## src/rtl/pwm_vid_pkg.sv

```systemverilog
package pwm_vid_pkg;

  typedef enum logic [1:0] {
    MODE_BOOT    = 2'd0,
    MODE_NORMAL  = 2'd1,
    MODE_STANDBY = 2'd2
  } vidMode_e;

  // Strobes from control to datapath
  typedef struct packed {
    logic periodStart;
    logic periodEnd;
    logic slewTick;
  } vidStrobe_t;

endpackage

```

## src/rtl/pwm_vid_ctrl.sv

```systemverilog
module pwm_vid_ctrl
  import pwm_vid_pkg::*;
#(
  parameter int PERIOD_CLKS = 256,
  parameter int SLEW_W      = 8
) (
  input  logic              clk,
  input  logic              rstN,
  input  logic [SLEW_W-1:0] slewDiv,
  output vidStrobe_t        strobes
);

  localparam int PC_W = (PERIOD_CLKS > 1) ? $clog2(PERIOD_CLKS) : 1;
  localparam logic [PC_W-1:0] PHASE_LAST = PC_W'(PERIOD_CLKS - 1);

  logic [PC_W-1:0]   phaseCnt;
  logic [SLEW_W-1:0] slewCnt;
  logic              slewHit;

  // Free-running measurement window phase
  always_ff @(posedge clk) begin
    if (!rstN)                      phaseCnt <= '0;
    else if (phaseCnt == PHASE_LAST) phaseCnt <= '0;
    else                            phaseCnt <= phaseCnt + 1'b1;
  end

  assign slewHit = (slewCnt >= slewDiv);

  // Slew divider: one tick every slewDiv+1 clocks
  always_ff @(posedge clk) begin
    if (!rstN)        slewCnt <= '0;
    else if (slewHit) slewCnt <= '0;
    else              slewCnt <= slewCnt + 1'b1;
  end

  always_comb begin
    strobes.periodStart = (phaseCnt == '0);
    strobes.periodEnd   = (phaseCnt == PHASE_LAST);
    strobes.slewTick    = slewHit;
  end

endmodule

```

## src/rtl/pwm_vid_dp.sv

```systemverilog
module pwm_vid_dp
  import pwm_vid_pkg::*;
#(
  parameter int STEPS_MAX     = 64,
  parameter int UNIT_CLKS     = 4,
  parameter int BOOT_CODE     = 24,
  parameter int STANDBY_CODE  = 2,
  parameter int ROUND_NEAREST = 1,
  parameter int STEP_W        = $clog2(STEPS_MAX + 1)
) (
  input  logic              clk,
  input  logic              rstN,
  input  logic              vidIn,
  input  logic              vidUndriven,
  input  logic              standbyEn,
  input  vidStrobe_t        strobes,
  output logic [STEP_W-1:0] stepCode,
  output logic [1:0]        modeCode,
  output logic [STEP_W-1:0] refCode,
  output logic [STEP_W-1:0] targetCode
);

  localparam int PERIOD_CLKS = STEPS_MAX * UNIT_CLKS;
  localparam int HC_W        = $clog2(PERIOD_CLKS + 1);
  localparam int QW          = HC_W + 1;

  logic [HC_W-1:0]   highCnt, highNext;
  logic              cleanQ, cleanNext;
  logic [QW-1:0]     biasedCnt, quotient;
  logic [STEP_W-1:0] decoded;
  logic [STEP_W-1:0] stepQ, refQ, targetNow;
  vidMode_e          modeQ, modeNext;

  // High-time accumulation; window restarts on periodStart
  always_comb begin
    highNext  = (strobes.periodStart ? '0 : highCnt)
              + HC_W'(vidIn & ~vidUndriven);
    cleanNext = (strobes.periodStart ? 1'b1 : cleanQ) & ~vidUndriven;
  end

  // Rounding variant chosen by parameter
  generate
    if (ROUND_NEAREST != 0) begin : g_round
      assign biasedCnt = {1'b0, highNext} + QW'(UNIT_CLKS / 2);
    end else begin : g_trunc
      assign biasedCnt = {1'b0, highNext};
    end
  endgenerate

  assign quotient = biasedCnt / QW'(UNIT_CLKS);
  assign decoded  = (quotient > QW'(STEPS_MAX)) ? STEP_W'(STEPS_MAX)
                                                : quotient[STEP_W-1:0];

  always_ff @(posedge clk) begin
    if (!rstN) begin
      highCnt <= '0;
      cleanQ  <= 1'b1;
      stepQ   <= '0;
    end else begin
      highCnt <= highNext;
      cleanQ  <= cleanNext;
      if (strobes.periodEnd && cleanNext) stepQ <= decoded;
    end
  end

  // Mode decision from the sense inputs
  always_comb begin
    if (vidUndriven) modeNext = standbyEn ? MODE_STANDBY : MODE_BOOT;
    else             modeNext = MODE_NORMAL;
  end

  always_ff @(posedge clk) begin
    if (!rstN) modeQ <= MODE_BOOT;
    else       modeQ <= modeNext;
  end

  always_comb begin
    case (modeQ)
      MODE_BOOT:    targetNow = STEP_W'(BOOT_CODE);
      MODE_STANDBY: targetNow = STEP_W'(STANDBY_CODE);
      default:      targetNow = stepQ;
    endcase
  end

  // Slew-limited reference, symmetric up and down
  always_ff @(posedge clk) begin
    if (!rstN) refQ <= '0;
    else if (strobes.slewTick) begin
      if (refQ < targetNow)      refQ <= refQ + 1'b1;
      else if (refQ > targetNow) refQ <= refQ - 1'b1;
    end
  end

  assign stepCode   = stepQ;
  assign modeCode   = modeQ;
  assign refCode    = refQ;
  assign targetCode = targetNow;

endmodule

```

## src/rtl/pwm_vid_decoder.sv

```systemverilog
module pwm_vid_decoder
  import pwm_vid_pkg::*;
#(
  parameter int STEPS_MAX     = 64,
  parameter int UNIT_CLKS     = 4,
  parameter int SLEW_W        = 8,
  parameter int BOOT_CODE     = 24,
  parameter int STANDBY_CODE  = 2,
  parameter int ROUND_NEAREST = 1
) (
  input  logic                             clk,
  input  logic                             rstN,
  input  logic                             vidIn,
  input  logic                             vidUndriven,
  input  logic                             standbyEn,
  input  logic [SLEW_W-1:0]                slewDiv,
  output logic [$clog2(STEPS_MAX+1)-1:0]   stepCode,
  output logic [1:0]                       modeCode,
  output logic [$clog2(STEPS_MAX+1)-1:0]   refCode
);

  localparam int STEP_W      = $clog2(STEPS_MAX + 1);
  localparam int PERIOD_CLKS = STEPS_MAX * UNIT_CLKS;

  vidStrobe_t        strobes;
  logic [STEP_W-1:0] targetCode;

  pwm_vid_ctrl #(
    .PERIOD_CLKS (PERIOD_CLKS),
    .SLEW_W      (SLEW_W)
  ) ctrl_i (
    .clk     (clk),
    .rstN    (rstN),
    .slewDiv (slewDiv),
    .strobes (strobes)
  );

  pwm_vid_dp #(
    .STEPS_MAX     (STEPS_MAX),
    .UNIT_CLKS     (UNIT_CLKS),
    .BOOT_CODE     (BOOT_CODE),
    .STANDBY_CODE  (STANDBY_CODE),
    .ROUND_NEAREST (ROUND_NEAREST),
    .STEP_W        (STEP_W)
  ) dp_i (
    .clk         (clk),
    .rstN        (rstN),
    .vidIn       (vidIn),
    .vidUndriven (vidUndriven),
    .standbyEn   (standbyEn),
    .strobes     (strobes),
    .stepCode    (stepCode),
    .modeCode    (modeCode),
    .refCode     (refCode),
    .targetCode  (targetCode)
  );

endmodule

```

## config.mk

```make
export PLATFORM = sky130hd
export DESIGN_NAME = pwm_vid_decoder
export DESIGN_NICKNAME = d
export VERILOG_FILES = /design/src/rtl/pwm_vid_pkg.sv /design/src/rtl/pwm_vid_ctrl.sv /design/src/rtl/pwm_vid_dp.sv /design/src/rtl/pwm_vid_decoder.sv
export SDC_FILE = /design/constraint.sdc
export NUM_CORES = 1
export LEC_CHECK = 0
export BUFFER_PORTS_ARGS = -buffer_cell sky130_fd_sc_hd__buf_2
export CAP_MARGIN = 20
export CELL_PAD_IN_SITES_DETAIL_PLACEMENT = 1
export CELL_PAD_IN_SITES_GLOBAL_PLACEMENT = 1
export CORE_UTILIZATION = 40
export CTS_CLUSTER_SIZE = 14
export DETAILED_ROUTE_END_ITERATION = 10
export PLACE_DENSITY = 0.85
export SLEW_MARGIN = 40
export SYNTH_ARGS = -nofsm -noshare
export SYNTH_HDL_FRONTEND = slang
export SYNTH_HIERARCHICAL = 1
export SYNTH_SLANG_ARGS = --single-unit
export TNS_END_PERCENT = 10
```

## constraint.sdc

```tcl
create_clock -name clk -period 3.7 [get_ports clk]
set_input_delay 0.555 -clock clk [delete_from_list [all_inputs] [get_ports clk]]
set_output_delay 0.555 -clock clk [all_outputs]
set_load 0.01 [all_outputs]
```

# ---- After elaboration in Yosys (flattened, before gate mapping)
# Index checks and enable logic that the tools add are counted.
dict set report word_totals {
  elab_cells 41
  out_inout_bits 16
  reg_bits 42
  input_bits 13
}
dict set report op_classes {
  reduce_logical 8
  eq_ne 2
  n_mux 8
  order_cmp 4
  n_addsub 6
  n_bitwise 5
}
# cell n
set ops {}
lappend ops {{2-to-1 mux 7 bit} 3}
lappend ops {{adder 8 x 1 -> 8 bit, second input constant} 2}
lappend ops {{case mux 7 bit (2 select lines)} 1}
lappend ops {{adder 9 x 2 -> 10 bit, second input constant} 1}
lappend ops {{adder 9 bit} 1}
lappend ops {{AND 1 x 9 -> 9 bit} 1}
lappend ops {{2-to-1 mux 9 bit} 1}
lappend ops {{NOT 1 -> 9 bit} 1}
lappend ops {{== test 8 bit, second input constant} 1}
lappend ops {{>= comparator 8 bit} 1}
lappend ops {{> comparator 8 x 7 -> 1 bit, second input constant} 1}
lappend ops {{zero test 8 bit} 1}
lappend ops {{adder 7 x 1 -> 7 bit, second input constant} 1}
lappend ops {{> comparator 7 bit} 1}
lappend ops {{< comparator 7 bit} 1}
lappend ops {{subtractor 7 x 1 -> 7 bit, second input constant} 1}
lappend ops {{AND reduction 2 bit} 2}
lappend ops {{OR reduction 2 bit} 2}
lappend ops {{== test 2 bit, second input constant} 1}
lappend ops {{zero test 2 bit} 1}
lappend ops {{2-to-1 mux 1 bit} 2}
lappend ops {{2-to-1 mux 2 bit} 1}
lappend ops {{NOT 1 bit} 2}
lappend ops {{nonzero test 2 bit} 1}
lappend ops {{other kinds (2)} 2}

# ---- Longest topological paths before layout
dict set report logic_depth {
  depth_word 6
  mapped_depth 17
  depth_no_buf 17
}

# ---- Hierarchy
# The synthesis kept the hierarchy.
# module cells_per_inst seq_area_each_um2 area_per_inst_um2 n_inst
set by_module_without_submodules {}
lappend by_module_without_submodules {pwm_vid_dp 207 520.5 1755.4 1}
lappend by_module_without_submodules {pwm_vid_ctrl 99 320.3 895.9 1}

# ---- Worst setup path after synthesis
# No wires, ideal clock.
dict set report synth_path {
  kind {reg-to-reg}
  from {register ctrl_i.phaseCnt[0]}
  to {register dp_i.stepQ[1], in the netlist dp_i/stepCode[1]}
  arrival_time_ns 3.883
  required_ns 3.631
  setup_time_ns 0.069
  path_buffers 1
  stages_incl_launch_ff 16
  period_less_slack_ns 3.952
  path_slack_ns -0.252
  cell_sequence {dfxtp_1 > inv_1 > ha_1 > or4b_2 > nor4_1 > buf_2 > nor2b_1 > ha_1 > ha_1 > nand3_1 > mux2_2 > nand3_2 > or3b_1 > a222oi_1 > o21ai_2 > o21ai_1}
}
# element line
set synth_rtl {}
lappend synth_rtl {{start, declared} pwm_vid_ctrl.sv:16} ;# logic [PC_W-1:0] phaseCnt;
lappend synth_rtl {{start signal, assigned} pwm_vid_ctrl.sv:24} ;# else phaseCnt <= phaseCnt + 1'b1;
lappend synth_rtl {{end signal, assigned} pwm_vid_dp.sv:62} ;# if (strobes.periodEnd && cleanNext) stepQ <= decoded;
lappend synth_rtl {{end, declared} pwm_vid_dp.sv:31} ;# logic [STEP_W-1:0] stepQ, refQ, targetNow;

==> metrics.md <==
| Metric | Value |
|---|---|
| Vias | 2253 |
| Largest net degree at the start of global routing | 29 |
| Routability Congestion | 0.799 |
| M1 WL | 2930 µm |
| Die height | between 80 and 90 µm |
| Hold wc startpoint | dp_i/stepCode[1] |
| Routed WL | 6670 µm |
| PwrDens | 307 nW/µm² |
| CP Max Fanout | 15 |
| Placed cell count | 409 |
| Seq pwr share | 50.1% |
| RSZ-0062 raised after global routing | no |
| Final cell count without fillers | 416 |
| Setup Fix Bufs, Post-CTS | 0 |
| WP data required | about 3.9 ns |
| Initial Util | 41.5% |
| Final core utilization | approximately 48% |
| Worst r2r src | ctrl_i/phaseCnt[0] |
| Max IR drop VDD | 177 µV |
| First-pass iteration count of the detailed router | 4 |
| CTS tree | done |
| DP Area | slightly below 3000 µm² |
| Layout Cell Area excl Fill | approximately 3000 µm² |
| Max Root-Sink Buffers | 2 |
| Hpwl dp | 5230 µm |
| CP arrival | 3.70 ns |
| Initial drt markers | 52 |
| Status | finished clean |
| Die Footprint | 6910 µm² |
| Maxcap violations | 0 |
| Hold path depth | 2 |
| Crit share post-route | 93.8% |
| Switching part of the total | 23.2% |
| Clock Pin Slew Worst Setup and Hold Paths | 0.08 ns |
| N_diodes | 0 |
| Buf/Inv on CP | 2 |
| Setup Viol. Count Final | 0 |
| Hold Violations, Final | 0 |
| Syn Inst Count | 301 |
| F_max | 288 MHz |
| Post-route ant nets | 0 |
| Clk network pwr share | 39.4% |
| HP Class | register to register |
| Residual DRC | 0 |
| Crit-path slowest cell | or4b_2 |
| H-Tree Depth | 2 |
| Clock root buffer | clkbuf_8 |
| Setup TNS Final | 0 ns |
| Warnings, synthesis | 6 |
| Die W | 83.1 µm |
| Post-Syn Nets | around 340 |
| Period minus WS final | 3.47 ns |
| WL/cell | approximately 16 µm |
| Gr usage total | 20.3% |
| DR WL met3 | 189 µm |
| Layout area overhead | 16.0% |
| Layout cells sized above 1 | 18.0% |
| NetSw | roughly 220 µW |
| Reg-to-reg endpoint | dp_i/stepCode[3] |
| WS Path Type | register to register |
| Vias per cell | around 5.4 |
| Post-Syn Area | 2630 µm² |
| Buffers on Ports | 28 |
| Top layer in use | met4 |
| CP cell instances | inv_1 -> ha_1 -> or4b_2 -> nor4_4 -> buf_4 -> nor2b_1 -> ha_2 -> nand3_1 -> mux2_4 -> nand3_4 -> or3b_1 -> a222oi_1 -> o21ai_2 -> o21ai_1 |
| Clock skew | 0.00821 ns |
| Critical path launch point type | register |
| Avg Cell Area, Syn | 8.75 µm² |
| Least-Margin Pin Slew | 0.518 ns |
| WHS | 0.473 ns |
| CP delay by family, top | simple AND/OR/NAND/NOR gates |
| # IOs | 29 |
| Int Power | 721 µW |
| LEAKAGE | 0.00141 µW |
| First-pass GRT wire length | roughly 11000 µm |
| Clock sink count | 42 |
| Clk Latency, worst-skew pair | 0.29 ns |
| Vias in the first global route | 2420 |
| Core ar. | 6350 µm² |
| Comb power frac | 10.5% |
| # rows | 29 |
| Final nets | 379 |
| Gr ovfl total | 0 |
| R2r setup slk | around 0.23 ns |
| Endpoint with the worst hold slack | dp_i/stepCode[1] |
| Relative slew slack | 65.5% |
| Met2 wire len | ~3500 µm |
| Slowest Stage Delay on Critical Path | about 0.62 ns |
| # fillers | between 700 and 800 |
| Critical Path End Type | register |
| Num CTS Buffers | 5 |
| Antenna violations before repair | 0 |
| FF-to-FF path depth | 14 |
| Pins Over Slew Limit | 0 |
-- layout make-up --
cell class / instances / area (µm²) / area share, %
Timing Repair Buffer: 35 / 193 / 6.31
Clock inverter: 1 / 30.0 / 0.983
Inverter: 21 / 78.8 / 2.58
Tap cell: 77 / 96.3 / 3.15
Clock buffer: 6 / 82.6 / 2.70
Multi-Input combinational cell: 234 / 1730 / 56.7
Sequential cell: 42 / 842 / 27.6
-- cell usage in the layout (no fill, tap or decap), types with 3 or more instances in the layout --
| cell type | count |
|---|---|
| xnor2_1 | 11 |
| mux2i_1 | 6 |
| a21oi_1 | 9 |
| xor2_1 | 14 |
| nor2_1 | 19 |
| nand3b_1 | 4 |
| nand3_1 | 13 |
| and2_1 | 15 |
| nor2b_1 | 15 |
| o21ai_1 | 5 |
| buf_4 | 7 |
| ha_1 | 24 |
| o21ai_0 | 14 |
| buf_2 | 28 |
| dfxtp_1 | 41 |
| or3_1 | 5 |
| clkbuf_8 | 6 |
| a21o_1 | 4 |
| nand4_1 | 4 |
| nor3_1 | 3 |
| nand2_1 | 21 |
| inv_1 | 20 |
| and3_1 | 5 |
-- worst max path at each step --
stage / slack [ns] / start / depth (start not counted) / endpoint
after floorplan: 0.03 / ctrl_i/phaseCnt[0] / 15 / dp_i/stepCode[1]
after global placement: 0.23 / ctrl_i/phaseCnt[0] / 14 / dp_i/stepCode[2]
after detailed placement: 0.06 / dp_i/modeCode[0] / 17 / dp_i/refCode[6]
after CTS: 0.03 / dp_i/modeCode[0] / 17 / dp_i/refCode[6]
after global routing: 0.007 / ctrl_i/phaseCnt[0] / 14 / dp_i/stepCode[4]
final: 0.23 / ctrl_i/phaseCnt[0] / 14 / dp_i/stepCode[3]
-- worst register-to-register path: stages, from the launching register on --
cell and delay, ns:
dfxtp_1 0.35, inv_1 0.07, ha_1 0.13, or4b_2 0.62, nor4_4 0.18, buf_4 0.24, nor2b_1 0.08, ha_2 0.21
nand3_1 0.13, mux2_4 0.36, nand3_4 0.12, or3b_1 0.36, a222oi_1 0.29, o21ai_2 0.14, o21ai_1 0.15
-- state kept, by name, indices dropped and copies added, names as in the netlist --
| signal | cells |
|---|---|
| dp_i/highCnt | 9 |
| ctrl_i/phaseCnt | 8 |
| ctrl_i/slewCnt | 8 |
| dp_i/refCode | 7 |
| dp_i/stepCode | 7 |
| dp_i/modeCode | 2 |
| dp_i/cleanQ | 1 |
-- power by group through the flow --
stage / Clock (µW) / Combinational [µW] / Sequential, µW
4_1_cts: 380 / 99.1 / 470
3_3_place_gp: 0 / 91.9 / 480
5_1_grt: 398 / 111 / 472
2_1_floorplan: 0 / 68.2 / 479
3_5_place_dp: 0 / 98.6 / 481
6_report: 370 / 98.5 / 470
-- layer usage --
metal | vias to the layer above | GRT usage, %
li1 | 1128 | -
met1 | 1082 | 22.5
met2 | 35 | 38.0
met3 | 8 | 5.17
met4 | 0 | 5.80
met5 | - | 0
-- metrics by stage --
stage	power, µW	worst slack, ns
after floorplan	547	0.0318
after global placement	572	0.230
after detailed placement	580	0.0581
after CTS	949	0.0266
after global routing	981	0.00678
final	939	0.230
-- timing repair --
action                                  in CTS  in global routing
endpoints found under the setup margin       0                  5
hold buffers                                 0                  0
gates resized for setup                      0                  8
No activity file was read; power rests on OpenSTA's default activity.
